**src/rtl/sfmt_pkg.sv**
```systemverilog
package sfmt_pkg;
  localparam int NCH = 2;

  typedef struct packed {
    logic packed_mode;
    logic sck_inv;
    logic sfs_inv;
    logic rdy_inv;
  } fmt_cfg_t;
endpackage

```
**src/rtl/sfmt_bitclk.sv**
```systemverilog
module sfmt_bitclk #(
  parameter int DIV = 1
) (
  input  logic clk,
  input  logic rst_n,
  output logic half_o,
  output logic bit_start_o
);
  localparam int CW = (DIV > 1) ? $clog2(DIV) : 1;
  localparam logic [CW-1:0] CNT_TOP = CW'(DIV - 1);

  logic [CW-1:0] cnt_q, cnt_d;
  logic          half_q, half_d;
  logic          adv;

  always_comb begin
    adv    = (cnt_q == CNT_TOP);
    cnt_d  = adv ? '0 : CW'(cnt_q + 1'b1);
    half_d = ~half_q;
  end

  always_ff @(posedge clk or negedge rst_n) begin
    if (!rst_n) begin
      cnt_q  <= '0;
      half_q <= 1'b0;
    end else begin
      cnt_q <= cnt_d;
      if (adv) half_q <= half_d;
    end
  end

  assign half_o      = half_q;
  assign bit_start_o = adv & half_q;


  half_hold_chk: assert property (@(posedge clk) disable iff (!rst_n)
    !adv |=> $stable(half_q));

  bit_first_half_chk: assert property (@(posedge clk) disable iff (!rst_n)
    bit_start_o |=> !half_q);
endmodule

```
**src/rtl/sfmt_holdbuf.sv**
```systemverilog
module sfmt_holdbuf #(
  parameter int DW = 64
) (
  input  logic          clk,
  input  logic          rst_n,
  input  logic          in_valid,
  input  logic [DW-1:0] in_data,
  input  logic          take_i,
  output logic          full_o,
  output logic [DW-1:0] data_o,
  output logic          ovf_o
);
  logic          full_q, full_d;
  logic [DW-1:0] data_q;
  logic          ovf_q, ovf_d;
  logic          wr_en;
  logic          collide;

  always_comb begin
    wr_en   = in_valid & (~full_q | take_i);
    collide = in_valid & full_q & ~take_i;
    full_d  = full_q;
    if (wr_en)       full_d = 1'b1;
    else if (take_i) full_d = 1'b0;
    ovf_d = ovf_q | collide;
  end

  always_ff @(posedge clk or negedge rst_n) begin
    if (!rst_n) begin
      full_q <= 1'b0;
      ovf_q  <= 1'b0;
    end else begin
      full_q <= full_d;
      ovf_q  <= ovf_d;
    end
  end

  always_ff @(posedge clk) begin
    if (wr_en) data_q <= in_data;
  end

  assign full_o = full_q;
  assign data_o = data_q;
  assign ovf_o  = ovf_q;


  ovf_cause_chk: assert property (@(posedge clk) disable iff (!rst_n)
    $rose(ovf_q) |-> $past(in_valid && full_q && !take_i));

  ovf_sticky_chk: assert property (@(posedge clk) disable iff (!rst_n)
    ovf_q |=> ovf_q);

  take_needs_entry_chk: assert property (@(posedge clk) disable iff (!rst_n)
    take_i |-> full_q);
endmodule

```
**src/rtl/sfmt_framer.sv**
```systemverilog
module sfmt_framer #(
  parameter int W = 16
) (
  input  logic clk,
  input  logic rst_n,
  input  logic bit_start_i,
  input  logic pend_full_i,
  input  logic packed_i,
  output logic load_o,
  output logic shift_o,
  output logic busy_o,
  output logic sync_act_o
);
  localparam int NB = 2 * W;
  localparam int IW = $clog2(NB);
  localparam logic [IW-1:0] LAST = IW'(NB - 1);
  localparam logic [IW-1:0] MID  = IW'(W);

  logic          busy_q, busy_d;
  logic [IW-1:0] idx_q, idx_d;
  logic          pk_q, pk_d;
  logic          at_last;

  always_comb begin
    at_last = (idx_q == LAST);
    load_o  = bit_start_i & (~busy_q | at_last) & pend_full_i;
    shift_o = bit_start_i & busy_q & ~at_last;
    busy_d  = busy_q;
    idx_d   = idx_q;
    pk_d    = pk_q;
    if (load_o) begin
      busy_d = 1'b1;
      idx_d  = '0;
      pk_d   = packed_i;
    end else if (shift_o) begin
      idx_d = IW'(idx_q + 1'b1);
    end else if (bit_start_i) begin
      busy_d = 1'b0;
    end
  end

  always_ff @(posedge clk or negedge rst_n) begin
    if (!rst_n) begin
      busy_q <= 1'b0;
      idx_q  <= '0;
      pk_q   <= 1'b0;
    end else if (bit_start_i) begin
      busy_q <= busy_d;
      idx_q  <= idx_d;
      pk_q   <= pk_d;
    end
  end

  assign busy_o     = busy_q;
  assign sync_act_o = busy_q & ((idx_q == '0) | (~pk_q & (idx_q == MID)));


  chain_chk: assert property (@(posedge clk) disable iff (!rst_n)
    (bit_start_i && busy_q && at_last && pend_full_i) |=> (busy_q && idx_q == '0));

  start_from_entry_chk: assert property (@(posedge clk) disable iff (!rst_n)
    $rose(busy_q) |-> $past(pend_full_i));

  idx_hold_chk: assert property (@(posedge clk) disable iff (!rst_n)
    !bit_start_i |=> $stable(idx_q));
endmodule

```
**src/rtl/sfmt_chan.sv**
```systemverilog
module sfmt_chan #(
  parameter int W = 16
) (
  input  logic           clk,
  input  logic           load_i,
  input  logic           shift_i,
  input  logic [2*W-1:0] word_i,
  output logic           msb_o
);
  logic [2*W-1:0] sr_q, sr_d;

  always_comb begin
    sr_d = sr_q;
    if (load_i)       sr_d = word_i;
    else if (shift_i) sr_d = {sr_q[2*W-2:0], 1'b0};
  end

  always_ff @(posedge clk) begin
    if (load_i | shift_i) sr_q <= sr_d;
  end

  assign msb_o = sr_q[2*W-1];
endmodule

```
**src/rtl/iq_serial_fmt.sv**
```systemverilog
module iq_serial_fmt
  import sfmt_pkg::*;
#(
  parameter int W   = 16,
  parameter int DIV = 1
) (
  input  logic         clk,
  input  logic         rst_n,
  input  logic         cfg_packed,
  input  logic         cfg_sck_pol,
  input  logic         cfg_sfs_pol,
  input  logic         cfg_rdy_pol,
  input  logic         smp_valid,
  input  logic [W-1:0] a_i,
  input  logic [W-1:0] a_q,
  input  logic [W-1:0] b_i,
  input  logic [W-1:0] b_q,
  output logic         ser_a,
  output logic         ser_b,
  output logic         ser_clk,
  output logic         ser_fs,
  output logic         ser_rdy,
  output logic         ovf
);
  localparam int FW = 2 * W;
  localparam int DW = NCH * FW;

  logic [1:0] rst_sync_q;
  logic       rst_int_n;

  always_ff @(posedge clk or negedge rst_n) begin
    if (!rst_n) rst_sync_q <= 2'b00;
    else        rst_sync_q <= {rst_sync_q[0], 1'b1};
  end
  assign rst_int_n = rst_sync_q[1];

  fmt_cfg_t cfg;
  assign cfg = '{packed_mode: cfg_packed, sck_inv: cfg_sck_pol,
                 sfs_inv: cfg_sfs_pol, rdy_inv: cfg_rdy_pol};

  logic          half, bit_start;
  logic          pend_full, load, shift, busy, sync_act;
  logic [DW-1:0] in_word, held_word;
  logic [NCH-1:0] msb;
  logic [NCH-1:0] ser_bits;

  assign in_word = {b_i, b_q, a_i, a_q};

  sfmt_bitclk #(.DIV(DIV)) u_clk (
    .clk(clk), .rst_n(rst_int_n), .half_o(half), .bit_start_o(bit_start)
  );

  sfmt_holdbuf #(.DW(DW)) u_buf (
    .clk(clk), .rst_n(rst_int_n), .in_valid(smp_valid), .in_data(in_word),
    .take_i(load), .full_o(pend_full), .data_o(held_word), .ovf_o(ovf)
  );

  sfmt_framer #(.W(W)) u_frm (
    .clk(clk), .rst_n(rst_int_n), .bit_start_i(bit_start),
    .pend_full_i(pend_full), .packed_i(cfg.packed_mode), .load_o(load),
    .shift_o(shift), .busy_o(busy), .sync_act_o(sync_act)
  );

  for (genvar c = 0; c < NCH; c++) begin : g_ch
    sfmt_chan #(.W(W)) u_ch (
      .clk(clk), .load_i(load), .shift_i(shift),
      .word_i(held_word[c*FW +: FW]), .msb_o(msb[c])
    );
    assign ser_bits[c] = busy & msb[c];
  end

  assign ser_a   = ser_bits[0];
  assign ser_b   = ser_bits[1];
  assign ser_clk = ~(half ^ cfg.sck_inv);
  assign ser_fs  = sync_act ^ cfg.sfs_inv;
  assign ser_rdy = busy ^ cfg.rdy_inv;


  idle_line_chk: assert property (@(posedge clk) disable iff (!rst_int_n)
    !busy |-> (!ser_a && !ser_b));

  sync_in_frame_chk: assert property (@(posedge clk) disable iff (!rst_int_n)
    sync_act |-> busy);

  rdy_lead_sync_chk: assert property (@(posedge clk) disable iff (!rst_int_n)
    $rose(busy) |-> sync_act);
endmodule

```
**config.mk**
```make
export PLATFORM = sky130hd
export DESIGN_NAME = iq_serial_fmt
export DESIGN_NICKNAME = d
export VERILOG_FILES = /design/src/rtl/sfmt_pkg.sv /design/src/rtl/sfmt_bitclk.sv /design/src/rtl/sfmt_holdbuf.sv /design/src/rtl/sfmt_framer.sv /design/src/rtl/sfmt_chan.sv /design/src/rtl/iq_serial_fmt.sv
export SDC_FILE = /design/constraint.sdc
export NUM_CORES = 1
export LEC_CHECK = 0
export CELL_PAD_IN_SITES_DETAIL_PLACEMENT = 2
export CELL_PAD_IN_SITES_GLOBAL_PLACEMENT = 2
export CORE_MARGIN = 8
export CORE_UTILIZATION = 42
export DETAILED_ROUTE_END_ITERATION = 10
export GPL_TIMING_DRIVEN = 0
export PLACE_DENSITY_LB_ADDON = 0.3
export SYNTH_ARGS = -nofsm -noshare
export SYNTH_HDL_FRONTEND = slang
export SYNTH_HIERARCHICAL = 1
export SYNTH_SLANG_ARGS = --single-unit
```
**constraint.sdc**
```tcl
create_clock -name clk -period 1.7 [get_ports clk]
set_input_delay 0.34 -clock clk [delete_from_list [all_inputs] [get_ports clk]]
set_output_delay 0.34 -clock clk [all_outputs]
set_load 0.05 [all_outputs]
```
Word level (Yosys, flattened, before mapping)
Index checks and enable logic that the tools add are counted.
W data, S select, Z words.
{ "totals": {"register_bits": 141, "input_bits": 71, "out_inout_bits": 6, "elab_cells": 62} }
{ "classes": {"n_addsub": 2, "eq_ne": 3, "mux": 11, "n_bitwise": 28, "reduce_logical": 7} }
{ "op_table": {"columns": ["cell", "n"], "rows": [
  ["$mux W32", 4],
  ["$and A1 B1 Y1", 12],
  ["$eq A5 B5 Y1 const B", 2],
  ["$mux W5", 2],
  ["$not A1 Y1", 8],
  ["$reduce_and A2 Y1", 4],
  ["$add A5 B1 Y5 const B", 1],
  ["$logic_not A5 Y1", 1],
  ["$mux W1", 5],
  ["$or A1 B1 Y1", 5],
  ["$reduce_bool A2 Y1", 2],
  ["$xor A1 B1 Y1", 3],
  ["$ne A2 B1 Y1 const B", 1],
  ["$add A1 B1 Y1 const B", 1]
]} }

Longest topological paths before layout
{ "logic_depth": {"depth_word": 7, "mapped_depth": 8, "depth_no_buf": 7} }

Hierarchy
Netlist, hierarchy kept.
{ "modules_own_cells": {"columns": ["module", "instances", "cells_per_inst", "area_per_inst_um2", "seq_area_each_um2"], "rows": [
  ["sfmt_chan", 2, 69, 1498.9, 960.9],
  ["sfmt_holdbuf", 1, 71, 2009.4, 1971.9],
  ["sfmt_framer", 1, 35, 412.9, 175.2],
  ["iq_serial_fmt", 1, 8, 95.1, 50.0],
  ["sfmt_bitclk", 1, 3, 36.3, 25.0]
]} }

Worst setup path before layout
No wires, ideal clock.
{ "synth_path": {"path_type": "reg2reg", "start": "register u_frm.idx_q[0]", "end": "register g_ch[0].u_ch.sr_q[0] (enable)", "setup_time_ps": 330, "arrival_ps": 2049, "required_ps": 1370, "path_slack_ps": -679, "path_stages_with_launch": 9, "n_path_buf": 2, "synth_period_minus_slack_ps": 2379, "path_cell_list": "dfrtp_1 > ha_1 > and3_1 > ha_1 > nor2b_4 > nor2_2 > buf_6 > buf_12 > or2_2"} }
{ "synth_via": {"elab_chain_len": 6, "elab_cells_between_ends": 9, "classes_between": "eq/ne: 1; bitwise: 6; reduce/logical: 2"} }
{ "synth_rtl": {"columns": ["item", "line_no", "rtl"], "rows": [
  ["from (decl)", "sfmt_framer.sv:20", "logic [IW-1:0] idx_q, idx_d;"],
  ["from (signal assigned)", "sfmt_framer.sv:49", "idx_q <= idx_d;"],
  ["$eq A5 B5 Y1 (*)", "sfmt_framer.sv:25", "at_last = (idx_q == LAST);"],
  ["$or A1 B1 Y1 (*)", "sfmt_framer.sv:26", "load_o = bit_start_i & (~busy_q | at_last) & pend_full_i;"],
  ["$and A1 B1 Y1 (*) (2 in a row)", "sfmt_framer.sv:26", null],
  ["named net load", "iq_serial_fmt.sv:42", "logic pend_full, load, shift, busy, sync_act;"],
  ["$reduce_bool A2 Y1 (no line) / $or A1 B1 Y1 (equally long branches)", null, null],
  ["$reduce_and A2 Y1 (no line) (*)", null, null],
  ["to (signal assigned)", "sfmt_chan.sv:19", "if (load_i | shift_i) sr_q <= sr_d;"],
  ["to (decl)", "sfmt_chan.sv:10", "logic [2*W-1:0] sr_q, sr_d;"]
]} }
The timed path passes the listed nets; every way through them passes the cells marked *.
A chain may end at the register's enable or synchronous reset.

Worst setup path in the final report
{ "layout_path": {"start": "register u_frm.idx_q[0]", "end": "register g_ch[1].u_ch.sr_q[21] (enable)"} }
{ "layout_via": {"elab_chain_len": 6, "elab_cells_between_ends": 9, "classes_between": "eq/ne: 1; bitwise: 6; reduce/logical: 2"} }
{ "layout_rtl": {"columns": ["item", "line_no"], "rows": [
  ["$eq A5 B5 Y1 (*)", "sfmt_framer.sv:25"],
  ["$or A1 B1 Y1 (*)", "sfmt_framer.sv:26"],
  ["$and A1 B1 Y1 (*) (2 in a row)", "sfmt_framer.sv:26"],
  ["named net load", "iq_serial_fmt.sv:42"],
  ["$reduce_bool A2 Y1 (no line) / $or A1 B1 Y1 (equally long branches)", null],
  ["$reduce_and A2 Y1 (no line) (*)", null],
  ["to (signal assigned)", "sfmt_chan.sv:19"],
  ["to (decl)", "sfmt_chan.sv:10"]
]} }
Marks and branches as above.

==> results_dict.tcl <==
set metrics [dict create \
    worst_pin_slew_ns 0.535 \
    hpwl_mm 7.57 \
    pre_cts_ws_ns -1.01 \
    initial_util 0.424 \
    global_route_wire_length_before_repair_mm 22.4 \
    syn_area_sq_um 5550 \
    hold_slack_ns 0.0780 \
    synthesis.area_per_instance_sq_um 21.8 \
    r2r_slack_ns -0.48 \
    rsz_0062_raised_after_global_routing "yes" \
    tritoncts "built" \
    fill_cells 1030 \
    htree_levels 4 \
    worst_skew_pair.late_latency_ns 0.44 \
    row_count 42 \
    compound_gate_portion_of_the_synthesized_area 0.0137 \
    first_global_vias 3357 \
    detail_route.wirelength_mm 16.0 \
    setup_total_negative_slack_ns -83.24 \
    finalMaxSlewViolations 0 \
    critical_path_class "reg -> reg" \
    final_non_filler_cells 590 \
    drive_gt1_frac 0.442 \
    p_clk_frac 0.516 \
    yosys.area_share.simple 0.0270 \
    total_leakage_power_nw 2.96 \
    worst_hold_path_type "in -> async" \
    vias 2945 \
    postLayoutSetupSlackWorst_ns -0.482 \
    die_y_microns 131 \
    power_switching_mw 1.54 \
    report.final.setup_viol 203 \
    relSlewSlack 0.643 \
    finalCriticalPeriod_ns 2.18 \
    yosys.area_share.xor_xnor 0.00473 \
    detailedRoute.firstIterationViolations 140 \
    post_drt_wl_per_cell_microns 27.2 \
    die_width_microns 131 \
    critical_path.max_fanout 9 \
    final_util 0.612 \
    min_period_over_period 1.28 \
    total_power_mw 8.16 \
    final_nets 476 \
    violations "negative setup slack" \
    clk_pin_slew_ns 0.06 \
    drt-vias-per-instance 4.99 \
    fin_area_sq_um 8010 \
    grt_overflow 0 \
    top_level_ports 77 \
    detail_route.first_pass.iterations 4 \
    synthAdderAreaFrac 0.00676 \
    timing.reg2reg.worst_path_depth 9 \
    io_buffer_count 76 \
    synthMuxAreaShare 0.171 \
    pin_count_of_the_biggest_net_entering_global_routing 17 \
    num_antenna_cells 0 \
    antenna_violating_nets_left 0 \
    power.switching_fraction 0.189 \
    clock_tree.root_cell "sky130_fd_sc_hd__clkbuf_16" \
    gp_congestion 0.664 \
    clock_sinks 140 \
    achievable-frequency_mhz 458 \
    fp.coreArea_sq_um 13100 \
    synth.distinct_cells 32 \
    finalClockSkew_ns 0.0146 \
    timing_hold_violations_final 0 \
    dominant_combinational_cell_family_by_area_after_synthesis "multiplexers" \
    synth_fp_nets 329 \
    kind_of_end_point_of_the_critical_path "flop" \
    ir_drop_mv 0.796 \
    required_ns 1.85 \
    synthCells 255 \
    synth-warning-count 6 \
    grt.total_usage 0.192 \
    powerDensity_nw_per_um2 1020 \
    dp.cells 507 \
    area_growth_syn_to_layout_pct 44.3 \
    design.die.area_sq_um 17200 \
    route.detailed.drc 0 \
    dpl_cell_area_sq_um 6580 \
    timing.critical_path.arrival_ns 2.34 \
    combinationalPowerShare 0.026 \
    crit_path_start_kind "flop" \
    cts_inserted_buffers 17 \
    clock_tree.buffer_depth 2 \
    outcome "complete, but fails checks" \
    seq_power_share 0.459 \
    internal_power_consumption_mw 6.61 \
    ys_seq_area_frac 0.746 \
    grt_antenna_before_repair 0 \
    synth.ff_latch_count 140 \
    maxCapViolCount 0 \
]
synth_stat cells, drive strengths merged:
master | n | share of area
edfxtp | 128 | 0.69
mux2 | 64 | 0.17
dfrtp | 12 | 0.054
buf | 9 | 0.027
and2 | 6 | 0.0081
inv | 4 | 0.0027
nand2 | 4 | 0.0027
a22o | 3 | 0.0047
ha | 3 | 0.0068
nor2b | 3 | 0.0047
a21o | 2 | 0.0027
or2 | 2 | 0.0023
xor2 | 2 | 0.0032
a2111oi | 1 | 0.0016
and3 | 1 | 0.0011
conb | 1 | 0.00068
mux2i | 1 | 0.0018
nand2b | 1 | 0.0025
nand3 | 1 | 0.00090
nand4b | 1 | 0.0016
nand4bb | 1 | 0.0020
nor2 | 1 | 0.0011
o211a | 1 | 0.0018
o21ai | 1 | 0.0016
o21bai | 1 | 0.0014
xnor2 | 1 | 0.0016
sequential cells by signal (all words and copies together), names as in the netlist:
register	cells
u_buf/full_o	1
u_frm/pk_q	1
rst_sync_q	2
u_buf/ovf_o	1
u_frm/idx_q	5
u_clk/half_o	1
g_ch.u_ch/sr_q	64
u_buf/data_o	64
u_frm/busy_o	1
area by class of cell:
cell class              count  area (sq um)  area share
clock buffers              18           429      0.0536
repair buffers            118          1350       0.168
plain buffers               9           171      0.0214
clock inverters            13           221      0.0276
inverters                   4          15.0     0.00187
flip-flops and latches    140          4150       0.517
well taps                 176           220      0.0275
multi-input cells         112          1460       0.182
what timing repair did:
action                     4_1_cts  5_1_grt
setup buffers                   21       14
hold buffers                     0        0
gates resized for setup         58       24
gates cloned                    12        6
setup endpoints to repair      199      205
pin swaps                       11       11
final timing paths:
path                                start                    end
hold reg to reg             rst_sync_q[1]         u_frm/idx_q[1]
setup / recovery           u_frm/idx_q[0]  g_ch[1].u_ch/sr_q[21]
setup reg to reg           u_frm/idx_q[0]  g_ch[1].u_ch/sr_q[21]
max in group asynchronous   rst_sync_q[1]           u_frm/busy_o
hold / removal                      rst_n          rst_sync_q[0]
min in group clk            rst_sync_q[0]          rst_sync_q[1]
cell usage in the layout, fill, tap and decap left out, types with 10 or more instances in the layout:
cell,n
sky130_fd_sc_hd__buf_6,13
sky130_fd_sc_hd__clkbuf_16,22
sky130_fd_sc_hd__mux2_4,58
sky130_fd_sc_hd__edfxtp_1,128
sky130_fd_sc_hd__clkdlybuf4s50_1,70
sky130_fd_sc_hd__buf_12,15
sky130_fd_sc_hd__dfrtp_1,10
sky130_fd_sc_hd__and2_4,11
sky130_fd_sc_hd__buf_4,19
kinds of logic after synthesis:
family / count (synthesis)
buffers and inverters: 13
other: 1
multiplexers: 65
AND/OR/NAND/NOR: 21
AO/OA/AOI/OAI: 9
flip-flops: 140
XOR/XNOR: 3
adder cells (fa/ha/maj): 3
power by group through the flow:
stage	sequential, mW	clock [mW]	combinational, mW
after CTS	3.74	4.23	0.207
after floorplan	3.81	0	0.0198
after global routing	3.74	4.41	0.219
after global placement	3.81	0	0.192
final	3.74	4.21	0.210
after detailed placement	3.81	0	0.201
per-layer routing:
layer	wire length, microns	vias to the layer above	global-route usage
met3	581	14	0.0528
li1	-	1295	-
met5	0	-	0
met2	8590	80	0.330
met4	225	0	0.0689
met1	6620	1556	0.225
worst max-delay path: stages (launching register included):
cell	delay, ns
sky130_fd_sc_hd__dfrtp_1	0.42
sky130_fd_sc_hd__ha_2	0.21
sky130_fd_sc_hd__and3_4	0.19
sky130_fd_sc_hd__ha_4	0.14
sky130_fd_sc_hd__nor2b_4	0.05
sky130_fd_sc_hd__nor2_4	0.23
sky130_fd_sc_hd__buf_12	0.21
sky130_fd_sc_hd__buf_12	0.14
sky130_fd_sc_hd__or2_4	0.16
sky130_fd_sc_hd__clkbuf_16	0.16
Note: power is estimated with default switching activity, not from simulation.
